===== src/rtl/a16s_pkg.sv =====
package a16s_pkg;
  localparam logic [5:0] AM_SUPER = 6'h2D;
  localparam logic [5:0] AM_USER  = 6'h29;
  localparam int unsigned ROM_WORDS = 32;
  localparam logic [15:0] FILL_WORD = 16'hFFFF;
  typedef logic [8:0] word_idx_t;
endpackage


===== src/rtl/slv_addr_match.sv =====
module slv_addr_match
  import a16s_pkg::*;
#(
  parameter int unsigned BASE_W = 6
) (
  input  logic [BASE_W-1:0] addr_hi,
  input  logic [5:0]        am,
  input  logic              as_n,
  input  logic [BASE_W-1:0] base_strap,
  input  logic              am29_en,
  output logic              card_sel
);
  logic am_ok;
  always_comb begin
    am_ok    = (am == AM_SUPER) || (am29_en && (am == AM_USER));
    card_sel = !as_n && am_ok && (addr_hi == base_strap);
  end
endmodule


===== src/rtl/slv_ack_timer.sv =====
module slv_ack_timer #(
  parameter int unsigned ACK_TAP = 3
) (
  input  logic clk,
  input  logic rst_n,
  input  logic start,
  input  logic lword_n,
  output logic dtack,
  output logic berr
);
  localparam int unsigned SR_W = (ACK_TAP < 1) ? 1 : ACK_TAP;

  logic [SR_W-1:0] sr;

  generate
    if (SR_W == 1) begin : g_single
      always_ff @(posedge clk or negedge rst_n) begin
        if (!rst_n)      sr <= '0;
        else if (!start) sr <= '0;
        else             sr <= 1'b1;
      end
    end else begin : g_chain
      always_ff @(posedge clk or negedge rst_n) begin
        if (!rst_n)      sr <= '0;
        else if (!start) sr <= '0;
        else             sr <= {sr[SR_W-2:0], 1'b1};
      end
    end
  endgenerate

  always_comb begin
    dtack = start && lword_n && sr[SR_W-1];
    berr  = start && !lword_n && sr[0];
  end


  berr_first_edge_chk: assert property (@(posedge clk) disable iff (!rst_n)
    (start && !lword_n) |=> (berr || !start || lword_n));
endmodule


===== src/rtl/slv_id_rom.sv =====
module slv_id_rom #(
  parameter logic [23:0] VENDOR_TAG = 24'h515253,
  parameter logic [31:0] MODEL_TAG  = 32'h37333130,
  parameter int unsigned WIN_KB     = 1
) (
  input  logic [4:0] idx,
  output logic [7:0] id_byte
);
  localparam logic [7:0] KB_CHAR = 8'(8'h30 + WIN_KB);

  always_comb begin
    case (idx)
      5'd0:  id_byte = 8'h56;
      5'd1:  id_byte = 8'h4D;
      5'd2:  id_byte = 8'h45;
      5'd3:  id_byte = 8'h49;
      5'd4:  id_byte = 8'h44;
      5'd5:  id_byte = VENDOR_TAG[23:16];
      5'd6:  id_byte = VENDOR_TAG[15:8];
      5'd7:  id_byte = VENDOR_TAG[7:0];
      5'd8:  id_byte = MODEL_TAG[31:24];
      5'd9:  id_byte = MODEL_TAG[23:16];
      5'd10: id_byte = MODEL_TAG[15:8];
      5'd11: id_byte = MODEL_TAG[7:0];
      5'd12, 5'd13, 5'd14: id_byte = 8'h20;
      5'd15: id_byte = KB_CHAR;
      default: id_byte = 8'hFF;
    endcase
  end
endmodule


===== src/rtl/a16_slave_front.sv =====
module a16_slave_front
  import a16s_pkg::*;
#(
  parameter int unsigned ACK_TAP    = 3,
  parameter logic [23:0] VENDOR_TAG = 24'h515253,
  parameter logic [31:0] MODEL_TAG  = 32'h37333130,
  parameter int unsigned WIN_KB     = 1
) (
  input  logic        clk,
  input  logic        rst_n,
  input  logic [15:1] addr,
  input  logic [5:0]  am,
  input  logic        as_n,
  input  logic        ds0_n,
  input  logic        ds1_n,
  input  logic        lword_n,
  input  logic        write_n,
  input  logic [5:0]  base_strap,
  input  logic        am29_en,
  input  logic        ext_hit,
  input  logic [15:0] ext_rdata,
  output logic        card_sel,
  output logic        dtack,
  output logic        berr,
  output logic [15:0] rd_data,
  output logic        oe_hi,
  output logic        oe_lo,
  output logic [8:0]  reg_word,
  output logic        lane_hi,
  output logic        lane_lo,
  output logic        reg_rd,
  output logic        reg_wr
);
  logic       start;
  logic       rom_zone;
  logic [7:0] id_byte;
  logic [15:0] word_mux;
  logic       rd_ack;
  logic       dtack_q;

  slv_addr_match #(.BASE_W(6)) u_match (
    .addr_hi(addr[15:10]), .am(am), .as_n(as_n),
    .base_strap(base_strap), .am29_en(am29_en), .card_sel(card_sel)
  );

  assign start = card_sel && (!ds0_n || !ds1_n);

  slv_ack_timer #(.ACK_TAP(ACK_TAP)) u_timer (
    .clk(clk), .rst_n(rst_n), .start(start), .lword_n(lword_n),
    .dtack(dtack), .berr(berr)
  );

  slv_id_rom #(.VENDOR_TAG(VENDOR_TAG), .MODEL_TAG(MODEL_TAG), .WIN_KB(WIN_KB)) u_rom (
    .idx(addr[5:1]), .id_byte(id_byte)
  );

  always_ff @(posedge clk or negedge rst_n) begin
    if (!rst_n) dtack_q <= 1'b0;
    else        dtack_q <= dtack;
  end

  always_comb begin
    rom_zone = (addr[9:6] == 4'd0);
    reg_word = word_idx_t'(addr[9:1]);
    lane_hi  = !ds1_n;
    lane_lo  = !ds0_n;
    if (rom_zone)     word_mux = {8'hFF, id_byte};
    else if (ext_hit) word_mux = ext_rdata;
    else              word_mux = FILL_WORD;
    rd_ack  = dtack && write_n;
    rd_data = rd_ack ? word_mux : 16'h0000;
    oe_hi   = rd_ack && lane_hi;
    oe_lo   = rd_ack && lane_lo;
    reg_rd  = start && write_n && lword_n && !rom_zone;
    reg_wr  = dtack && !dtack_q && !write_n;
  end


  base_match_chk: assert property (@(posedge clk) disable iff (!rst_n)
    (dtack || berr) |-> (addr[15:10] == base_strap));

  strobe_qual_chk: assert property (@(posedge clk) disable iff (!rst_n)
    as_n |-> !(dtack || berr));

  no_lw_ack_chk: assert property (@(posedge clk) disable iff (!rst_n)
    dtack |-> lword_n);

  release_drop_chk: assert property (@(posedge clk) disable iff (!rst_n)
    (ds0_n && ds1_n) |-> !(dtack || berr));

  drive_window_chk: assert property (@(posedge clk) disable iff (!rst_n)
    (oe_hi || oe_lo) |-> (dtack && write_n));

  wr_pulse_chk: assert property (@(posedge clk) disable iff (!rst_n)
    reg_wr |=> !reg_wr);
endmodule


===== config.mk =====
export PLATFORM = sky130hd
export DESIGN_NAME = a16_slave_front
export DESIGN_NICKNAME = d
export VERILOG_FILES = /design/src/rtl/a16s_pkg.sv /design/src/rtl/slv_addr_match.sv /design/src/rtl/slv_ack_timer.sv /design/src/rtl/slv_id_rom.sv /design/src/rtl/a16_slave_front.sv
export SDC_FILE = /design/constraint.sdc
export NUM_CORES = 1
export LEC_CHECK = 0
export BUFFER_PORTS_ARGS = -buffer_cell sky130_fd_sc_hd__buf_2
export CORE_ASPECT_RATIO = 1.4
export CORE_MARGIN = 3
export CORE_UTILIZATION = 33
export DETAILED_ROUTE_END_ITERATION = 10
export GPL_TIMING_DRIVEN = 0
export PLACE_DENSITY = 0.86
export SYNTH_ARGS = -nofsm -noshare
export SYNTH_HDL_FRONTEND = slang
export SYNTH_SLANG_ARGS = --single-unit

===== constraint.sdc =====
create_clock -name clk -period 1.8 [get_ports clk]
set_input_delay 0.18 -clock clk [delete_from_list [all_inputs] [get_ports clk]]
set_output_delay 0.18 -clock clk [all_outputs]
set_load 0.02 [all_outputs]

After elaboration in Yosys (flattened, before gate mapping)

Memory sizes are Yosys's and may differ from the RTL's.
Cells that the tools add are included.

Bits in registers: 4
Memory bits (read-only): 112
Input bits: 52
Output and inout port bits: 34
Memories: 1

Eq/ne operators: 3
Muxes and demuxes: 5
Reductions and logical operators: 26

Memory list:

| memory          | depth | bits a word | rd ports | clocked after memory_dff | wr ports | RTL line         | source |
|---|---|---|---|---|---|---|---|
| (no name shown) | 16    | 7           | 1        | 0                        | 0        | slv_id_rom.sv:12 | `case (idx)` |

Operators by type and width:

| cell                                 | number |
|---|---|
| two-way mux 16 bit                   | 3 |
| logical AND 1 bit                    | 16 |
| == test 6 bit, second input constant | 2 |
| two-way mux 8 bit                    | 1 |
| logical NOT 1 bit                    | 7 |
| == test 6 bit                        | 1 |
| logical NOT 4 bit                    | 1 |
| two-way mux 3 bit                    | 1 |
| logical OR 1 bit                     | 2 |

Longest topological paths before layout

Gate-level depths: netlist of the first run.

Depth in word-level cells: 10
Depth in mapped cells: 5
Gate-level depth less buffers: 4

Cells and area by module

A second synthesis of the first run with hierarchy kept.

Cell total of the unflattened synthesis: 100
Area total of the unflattened synthesis: 763.2 µm²

By module, submodules not included:

| module          | times used | cells each | area each (µm²) |
|---|---|---|---|
| a16_slave_front | 1          | 57         | 381.6 |
| slv_id_rom      | 1          | 25         | 185.2 |
| slv_ack_timer   | 1          | 7          | 105.1 |
| slv_addr_match  | 1          | 11         | 91.3 |

Least setup slack after synthesis of the first run

Ideal clock, no wire load.

Path kind: in2out
From: input port addr[9] in the netlist's numbering
To: output port rd_data[1]
Arrival time: 1525 ps
Data required time: 1620 ps
Slack: 95 ps
Cell stages on the path: 4
Path buffers: 0
Path through: or4_4 nand2_4 nor2_1 a311oi_1

Word-level cells in the longest chain between the ends: 3

RTL lines:

| item               | RTL line              | source |
|---|---|---|
| start, declared    | a16_slave_front.sv:11 | `input logic [15:1] addr,` |
| logical NOT 4 bit  | a16_slave_front.sv:63 | `rom_zone = (addr[9:6] == 4'd0);` |
| two-way mux 16 bit | a16_slave_front.sv:67 | `if (rom_zone) word_mux = {8'hFF, id_byte};` |
| two-way mux 16 bit | a16_slave_front.sv:71 | `rd_data = rd_ack ? word_mux : 16'h0000;` |
| end, declared      | a16_slave_front.sv:25 | `output logic [15:0] rd_data,` |

No other way between the ends.

Worst setup path after layout of the first run

From: input port base_strap[0]
To: output port rd_data[2]

Word-level cells in the longest chain between the ends: 7

RTL lines:

| item                            | RTL line              | source |
|---|---|---|
| start, declared                 | a16_slave_front.sv:18 | `input logic [5:0] base_strap,` |
| == test 6 bit                   | slv_addr_match.sv:16  | `card_sel = !as_n && am_ok && (addr_hi == base_strap);` |
| logical AND 1 bit               | slv_addr_match.sv:16  |  |
| logical AND 1 bit               | a16_slave_front.sv:46 | `assign start = card_sel && (!ds0_n \|\| !ds1_n);` |
| logical AND 1 bit (2 in series) | slv_ack_timer.sv:32   | `dtack = start && lword_n && sr[SR_W-1];` |
| logical AND 1 bit               | a16_slave_front.sv:70 | `rd_ack = dtack && write_n;` |
| two-way mux 16 bit              | a16_slave_front.sv:71 |  |

No other way between the ends.

==> flow_summary.ini, run 1 <==
[status]
run_status = finished, final reports clean

[floorplan]
dieArea_mm2 = 0.00284
initial_core_util_pct = 36.0
die_h_um = 61.9
die_w_um = 45.9
core_area_mm2 = 0.00204
ios = 86
rows = 19

[yosys]
synthDistinctLibCells = 34
synth_edf_count = 0
netlist_area_um2 = 737
synthArstFlopShare_pct = 100
synth_seq_cells = 4
ys_seq_area_share_pct = 13.6
synthCells = 97
synth_nets = 149
synth_ff_type = dfrtp_1
ys_warn_count = 0
synth_area_per_cell_um2 = 7.60

[cts]
clk-insertion-delay-late_ns = 0.23
cts_buffers = 3
cts_max_path_buffers = 2
h-tree-depth = 1
root_buffer = clkbuf_4
clk_pin_slew_ns = 0.04
tritoncts = done
numClockSinks = 4

[placed_design]
placed_cells = 201
dp_hpwl_um = 2010
place_area_mm2 = 0.00118
gp_congestion = 0.815
pre_cts_ws_ns = 0.0384
io_buffer_count = 83

[grt]
gr-usage-all-layers_pct = 15.1
grt_pass1_vias = 818
grt_overflow = 0
grt_max_degree = 11
antenna_found_initial = 0
grt_pass1_wl_um = 3190

[timing]
setup_violations = 0
worst_slew_pin_slew_ns = 0.440
max_freq_mhz = 583
slew_headroom_pct = 70.4
finalMaxSlewViolations = 0
rsz0062_at_grt = yes
min_period_ns = 1.72
skew_ns = 0.00143
worst_slack_ns = 0.0850
tns_ns = 0
period_share_pct = 95.3
hold_violations = 0

[setup_path]
critPathKind = in2out
r2r-start = u_timer.sr[2]
arrival_ns = 1.54
cp-start-kind = input pin
r2r_slack_ns = 1.11
cp_max_fo = 5
reg2reg_to = dtack_q
cp-end-kind = output pin
cp.required_ns = 1.62
rr_worst_depth = 2

[layout]
nets = 240
diodes = 0
final_cells = 207
layout_commonest_cell = buf_2
area_growth_syn_to_layout_pct = 72.8
drive_gt1_share_pct = 65.1
layout_common_cells = buf_2, nor2_1, buf_4
stdcell_area_mm2 = 0.00127

[routing]
num_vias = 992
firstDrtPassIters = 4
ant_nets = 0
vias_per_cell = 4.79
routed_wl_um = 2430
drt_iter0_drc = 16
routedWlPerCell_um = 11.7
route.detailed.drc = 0

[power]
cellLeakagePower_nw = 0.736
powerDensity_mw_per_mm2 = 307
peakVddDrop_uv = 367
power_w = 0.000391

[min_path]
min-delay-path-class = in2async

[flow_run]
drv_cap = 0
synth_stat cells, types with 2 or more instances:
master | count | area [um^2]
a21oi_1 | 3 | 15.0
buf_4 | 10 | 75.1
dfrtp_1 | 4 | 100
inv_1 | 7 | 26.3
nand2_1 | 4 | 15.0
nand2b_1 | 2 | 12.5
nand3_1 | 3 | 15.0
nor2_1 | 27 | 101
nor3_1 | 3 | 15.0
nor4_2 | 2 | 25.0
o221a_2 | 4 | 45.0
xor2_1 | 6 | 52.6
metrics by stage:
stage | util, % | hold WS, ns
final | 62.3 | 0.291
after global routing | 62.3 | 0.293
after CTS | 59.2 | 0.261
after detailed placement | 57.6 | -0.0148
after global placement | 57.6 | -0.0137
after floorplan | - | -0.116
sequential cells by signal, summed over array words and instances, names as in the netlist:
name / flops
u_timer.sr: 3
dtack_q: 1
worst max-delay path: stages:
cell and delay [ns]:
buf_2 0.10, xor2_1 0.17, nor4b_4 0.41, and4_4 0.34, o221a_2 0.17, buf_2 0.15
kinds of logic (layout without fill, tap and decap cells):
| group | after synthesis | after routing | synth area share [%] |
|---|---|---|---|
| AO/OA/AOI/OAI | 15 | 15 | 18.3 |
| multiplexers | 1 | 1 | 1.36 |
| XOR/XNOR | 6 | 6 | 7.13 |
| AND/OR/NAND/NOR | 51 | 51 | 43.1 |
| flip-flops | 4 | 4 | 13.6 |
| buffers and inverters | 20 | 109 | 16.5 |
how the worst max path moves through the flow:
stage / startpoint / endpoint / slack [ns]
floorplan: addr[9] / rd_data[1] / 0.1
global placement: addr[9] / rd_data[1] / 0.07
detailed placement: addr[9] / rd_data[1] / 0.04
CTS: u_timer.sr[2] / rd_data[1] / 0.03
global route: base_strap[0] / oe_hi / -0.002
finish: base_strap[0] / rd_data[2] / 0.08
what timing repair did:
action,in CTS,in global routing
hold buffers,1,0
endpoints found under the hold margin,4,0
gates resized for setup,0,9
setup endpoints to repair,0,15
setup buffers,0,1
power by group:
group          total (W)  switching [W]  leakage (nW)  internal [W]
Sequential     0.0000904  0.00000000120        0.0559     0.0000904
Combinational   0.000191       0.000101         0.667     0.0000899
Clock           0.000109      0.0000349        0.0138     0.0000745
Total           0.000391       0.000136         0.736      0.000255
cell type report:
class | count | area [um^2]
Fill cell | 206 | 771
Multi-Input combinational cell | 73 | 561
Timing Repair Buffer | 86 | 443
Sequential cell | 4 | 100
Buffer | 13 | 95.1
Inverter | 7 | 26.3
Tap cell | 21 | 26.3
Clock buffer | 3 | 22.5
layer usage:
layer | up-vias | wire, um | track usage, %
met5 | - | 0 | 0
met4 | 0 | 0 | 4.88
met3 | 0 | 213 | 1.73
met2 | 43 | 1440 | 31.9
met1 | 442 | 782 | 13.9
li1 | 507 | - | -
No activity file was read; power rests on OpenSTA's default activity.
==> inputs of run 2 (changes only) <==
--- a/config.mk
+++ b/config.mk
@@ -8,10 +8,11 @@
 export BUFFER_PORTS_ARGS = -buffer_cell sky130_fd_sc_hd__buf_2
 export CORE_ASPECT_RATIO = 1.4
 export CORE_MARGIN = 3
-export CORE_UTILIZATION = 33
+export CORE_UTILIZATION = 34
 export DETAILED_ROUTE_END_ITERATION = 10
 export GPL_TIMING_DRIVEN = 0
-export PLACE_DENSITY = 0.86
+export PLACE_DENSITY = 0.87
 export SYNTH_ARGS = -nofsm -noshare
 export SYNTH_HDL_FRONTEND = slang
+export SYNTH_HIERARCHICAL = 1
 export SYNTH_SLANG_ARGS = --single-unit
==> flow_summary.ini, run 2 <==
[status]
run_status = finished with violations
violations = negative setup slack

[cts]
numClockSinks = 4
tritoncts = done
clk_pin_slew_ns = 0.05
root_buffer = clkbuf_4
cts_buffers = 3
cts_max_path_buffers = 2
clk-insertion-delay-late_ns = 0.25
h-tree-depth = 1

[layout]
final_cells = 212
layout_common_cells = buf_2, buf_6, buf_4
layout_commonest_cell = buf_2
largest_reg_flops = 3
diodes = 0
nets = 245
reg.largest.list = u_timer/sr x3, dtack_q x1
top_register = u_timer/sr
area_growth_syn_to_layout_pct = 120
drive_gt1_share_pct = 72.8

[timing]
worst_slack_ns = -0.467
skew_ns = 0.0116
slew_headroom_pct = 36.4
hold_violations = 0
setup_violations = 22
rsz0062_at_grt = yes
tns_ns = -8.83
finalMaxSlewViolations = 0
worst_slew_pin_slew_ns = 0.954
max_freq_mhz = 441
period_share_pct = 126
min_period_ns = 2.27

[routing]
drt_iter0_drc = 13
routed_wl_um = 3480
ant_nets = 0
route.detailed.drc = 0
firstDrtPassIters = 4
routedWlPerCell_um = 16.4
num_vias = 1105
vias_per_cell = 5.21

[power]
peakVddDrop_uv = 378
pwr-share-clk_pct = 28.9
power.share.sequential_pct = 21.0
p_switching_w = 0.000164
switching_share_pct = 38.2
p_int_w = 0.000266
cellLeakagePower_nw = 0.821
p_comb_share_pct = 50.1
powerDensity_mw_per_mm2 = 257

[grt]
gr-usage-all-layers_pct = 27.1
grt_overflow = 0
grt_pass1_wl_um = 5690
grt_pass1_vias = 1238
antenna_found_initial = 0
grt_max_degree = 11

[yosys]
ys_warn_count = 6
synthCells = 100
yosys-top-cells-area = dfrtp_1, buf_4, a311oi_1
yosysMostFrequentCell = nor2_1
ys_seq_area_share_pct = 13.1
synth_nets = 152
synthDistinctLibCells = 39
synth_area_per_cell_um2 = 7.63
yosysTopAreaCell = dfrtp_1
yosys-top-cells-count = nor2_1, inv_1, buf_4
synth_edf_count = 0
synth_seq_cells = 4
netlist_area_um2 = 763
synth_top_area_share_pct = 13.1
synth_ff_type = dfrtp_1
synthArstFlopShare_pct = 100

[floorplan]
initial_core_util_pct = 37.3
ios = 86
rows = 19
dieArea_mm2 = 0.00286
die_h_um = 62.1
die_w_um = 46.0
core_area_mm2 = 0.00204

[setup_path]
cp.required_ns = 1.62
cp-end-kind = output pin
cp_max_fo = 5
critPathKind = in2out
cp-start-kind = input pin
arrival_ns = 2.09

[placed_design]
placed_cells = 202
dp_hpwl_um = 2310
io_buffer_count = 81
gp_congestion = 0.806

[min_path]
min-delay-path-class = in2async

[flow_run]
drv_cap = 0
## run 2: cell count changes after synthesis, moves of 3 or more
cell and change:
o21a_1 +8, nor2_1 -11, xnor2_1 +4, a311oi_1 +7, nand3_1 -3, xor2_1 -4
o221a_2 -4, a21oi_1 -3, inv_1 +4, buf_6 +3
## run 2: layer usage
layer	vias up	global-route usage [%]	wire length [um]
met5	-	0	0
li1	523	-	-
met2	61	50.2	1970
met4	0	14.2	121
met1	511	26.2	1100
met3	10	8.07	290
## run 2: worst paths after layout
path	startpoint	endpoint	slack (ns)	cells after the start
min reg2reg	u_timer/sr[1]	u_timer/sr[2]	0.48	1
max in group asynchronous	rst_n	u_timer/sr[1]	1.35	2
min	rst_n	u_timer/sr[2]	0.30	2
max reg2reg	u_timer/sr[2]	dtack_q	0.95	2
max	am[4]	rd_data[0]	-0.47	9
min in group clk	lword_n	dtack_q	0.44	3
## run 2: power by group through the flow
stage / clock (W) / sequential (W) / combinational (W)
after floorplan: 0 / 0.0000916 / 0.000119
after global placement: 0 / 0.0000916 / 0.000198
after detailed placement: 0 / 0.0000916 / 0.000205
after CTS: 0.000118 / 0.0000904 / 0.000211
after global routing: 0.000132 / 0.0000901 / 0.000234
final: 0.000124 / 0.0000902 / 0.000216
## run 2: cells by family after synthesis
family | after synthesis | synth area share, %
multiplexers | 2 | 3.28
flip-flops | 4 | 13.1
XOR/XNOR | 6 | 6.89
AO/OA/AOI/OAI | 23 | 24.4
AND/OR/NAND/NOR | 36 | 26.7
buffers and inverters | 28 | 24.1
adder cells (fa/ha/maj) | 1 | 1.48
## run 2: worst max-delay path: stages
cell and delay, ns:
buf_6 0.09, nand4b_1 0.16, or4_4 0.44, nor4_4 0.18
a21boi_4 0.24, and3_4 0.27, nand2_8 0.09, a311oi_4 0.28
buf_6 0.16
## run 2: final cells by class
type / count / area (um^2)
buffer: 16 / 139
clock buffer: 3 / 22.5
fill: 134 / 368
inverter: 11 / 41.3
multi-input combinational: 69 / 748
sequential: 4 / 100
tap: 21 / 26.3
timing repair buffer: 88 / 599
## run 2: repair_timing
action / in CTS / in global routing
gates cloned: 1 / 0
buffers inserted: 11 / 2
gates resized for setup: 52 / 2
hold buffers: 1 / 0
pin swaps: 3 / 3
hold endpoints to repair: 4 / 0
setup endpoints to repair: 22 / 23
## run 2: metrics by stage
stage	utilization (%)	instance area, um^2	setup slack (ns)	power, W	hold slack, ns
floorplan	-	1010	-0.505	0.000210	-0.116
global placement	70.7	1450	-0.558	0.000290	-0.0159
detailed placement	70.7	1450	-0.598	0.000297	-0.00766
CTS	84.6	1730	-0.427	0.000419	0.273
global route	82.0	1680	-0.551	0.000456	0.309
finish	82.0	1680	-0.467	0.000430	0.303
==> inputs of run 3 (changes only) <==
==> constraint.sdc (replaced) <==
create_clock -name clk -period 1.8 [get_ports clk]
set_input_delay 0.54 -clock clk [delete_from_list [all_inputs] [get_ports clk]]
set_output_delay 0.54 -clock clk [all_outputs]
set_load 0.02 [all_outputs]
==> flow_summary.ini, run 3 (synthesis gave the netlist of run 2 again) <==
[layout]
stdcell_area_mm2 = 0.00167
layout_common_cells = buf_2, buf_6, buf_4
area_growth_syn_to_layout_pct = 119
layout_commonest_cell = buf_2
fillers = 134
largest_reg_flops = 3
drive_gt1_share_pct = 73.5
top_register = u_timer/sr
final_cells = 210
final_util_pct = 81.6
reg.largest.list = u_timer/sr x3, dtack_q x1
diodes = 0
nets = 243

[timing]
period_share_pct = 166
skew_ns = 0.000190
rsz0062_at_grt = yes
worst_slack_ns = -1.18
setup_violations = 24
slew_headroom_pct = 34.8
worst_slew_pin_slew_ns = 0.978
finalMaxSlewViolations = 0
worst_hold_slack_ns = 0.101
max_freq_mhz = 336
min_period_ns = 2.98
hold_violations = 0

[min_path]
min-delay-path-class = in2async

[routing]
num_vias = 1091
vias_per_cell = 5.20
routedWlPerCell_um = 15.7
ant_nets = 0
drt_iter0_drc = 24
firstDrtPassIters = 4
route.detailed.drc = 0
routed_wl_um = 3300

[power]
peakVddDrop_uv = 362
cellLeakagePower_nw = 0.811
powerDensity_mw_per_mm2 = 251

[floorplan]
rows = 19
initial_core_util_pct = 37.3
core_area_mm2 = 0.00204
die_w_um = 46.0
die_h_um = 62.1
dieArea_mm2 = 0.00286
ios = 86

[placed_design]
placed_cells = 202
gp_congestion = 0.789
place_area_mm2 = 0.00146
io_buffer_count = 81
dp_hpwl_um = 2480

[flow_run]
drv_cap = 0

[grt]
grt_pass1_vias = 1197
antenna_found_initial = 0
gr-usage-all-layers_pct = 23.5
grt_max_degree = 11
grt_overflow = 0
grt_pass1_wl_um = 5090

[cts]
cts_max_path_buffers = 2
h-tree-depth = 1
clk_pin_slew_ns = 0.04
numClockSinks = 4
clk-insertion-delay-late_ns = 0.23
root_buffer = clkbuf_4
cts_buffers = 3
tritoncts = done
hold_buffers = 0

[setup_path]
cp-end-kind = output pin
critPathKind = in2out
worstPathCellList = buf_6, nand4b_1, or4_4, nor4_4, a21boi_4, and3_4, nand2_8, a311oi_4, buf_6
worstSetupStartpoint = am[4]
rr_worst_depth = 4
crit_buf_inv = 2
cp_slowest_cell = or4_4
arrival_ns = 2.44
crit_top_cell = buf_6
reg2reg_to = dtack_q
cp_max_fo = 5
cp_slowest_stage_delay_ns = 0.43
cp.required_ns = 1.26
crit_family = simple AND/OR/NAND/NOR gates
r2r-start = u_timer/sr[2]
cp-start-kind = input pin
r2r_slack_ns = 0.74

[status]
run_status = finished with violations
violations = negative setup slack
run 3: cell count changes in the layout (fill, tap and decap cells not counted):
cell and change:
and3b_1 -1, and3b_2 +1, and4_2 -1, and4_4 +1, buf_4 -1, dlygate4sd3_1 -1, nor3b_2 -1, nor3b_4 +1
run 3: per-layer routing:
layer | part of all wire [%] | track usage [%]
met5 | 0 | 0
met4 | 1.1 | 5.69
met3 | 7.3 | 3.17
met2 | 60 | 47.2
met1 | 31 | 24.4
run 3: report_power, final:
part | total, W | internal (W) | switching, W | leakage [nW]
clock network | 0.000117 | 0.0000749 | 0.0000416 | 0.0138
logic | 0.000212 | 0.0000988 | 0.000113 | 0.742
registers | 0.0000903 | 0.0000903 | 0.00000000385 | 0.0559
total | 0.000419 | 0.000264 | 0.000155 | 0.811
run 3: what timing repair did:
action	CTS	global route
gates cloned	1	0
pin swaps	4	1
buffers inserted	20	4
endpoints found under the setup margin	23	24
resized for setup	50	5
run 3: how the worst max path moves through the flow:
stage | end | slack, ns | depth (start not counted)
2_1_floorplan | rd_data[0] | -1.22 | 7
3_3_place_gp | rd_data[0] | -1.26 | 9
3_5_place_dp | rd_data[0] | -1.29 | 9
4_1_cts | rd_data[0] | -1.16 | 9
5_1_grt | rd_data[0] | -1.23 | 9
6_report | rd_data[0] | -1.18 | 9
run 3: final cells by class:
type                    count  area [um^2]  share of cell area, %
plain buffers              16          139                   8.33
clock buffers               3         22.5                   1.35
inverters                  11         41.3                   2.48
multi-input cells          69          757                   45.4
flip-flops and latches      4          100                   6.00
well taps                  21         26.3                   1.58
repair buffers             86          582                   34.9
run 3: stage by stage:
stage	power, W	setup WS, ns	TNS [ns]
3_5_place_dp	0.000298	-1.29	-26.38
3_3_place_gp	0.000290	-1.26	-25.51
6_report	0.000419	-1.18	-24.97
4_1_cts	0.000414	-1.16	-24.58
5_1_grt	0.000442	-1.23	-25.94
2_1_floorplan	0.000210	-1.22	-24.73
run 3: worst register-to-register path, stage by stage (launching register included):
cell     delay (ns)
dfrtp_1        0.35
and3_4         0.22
buf_4          0.14
buf_6          0.11
buf_4          0.13
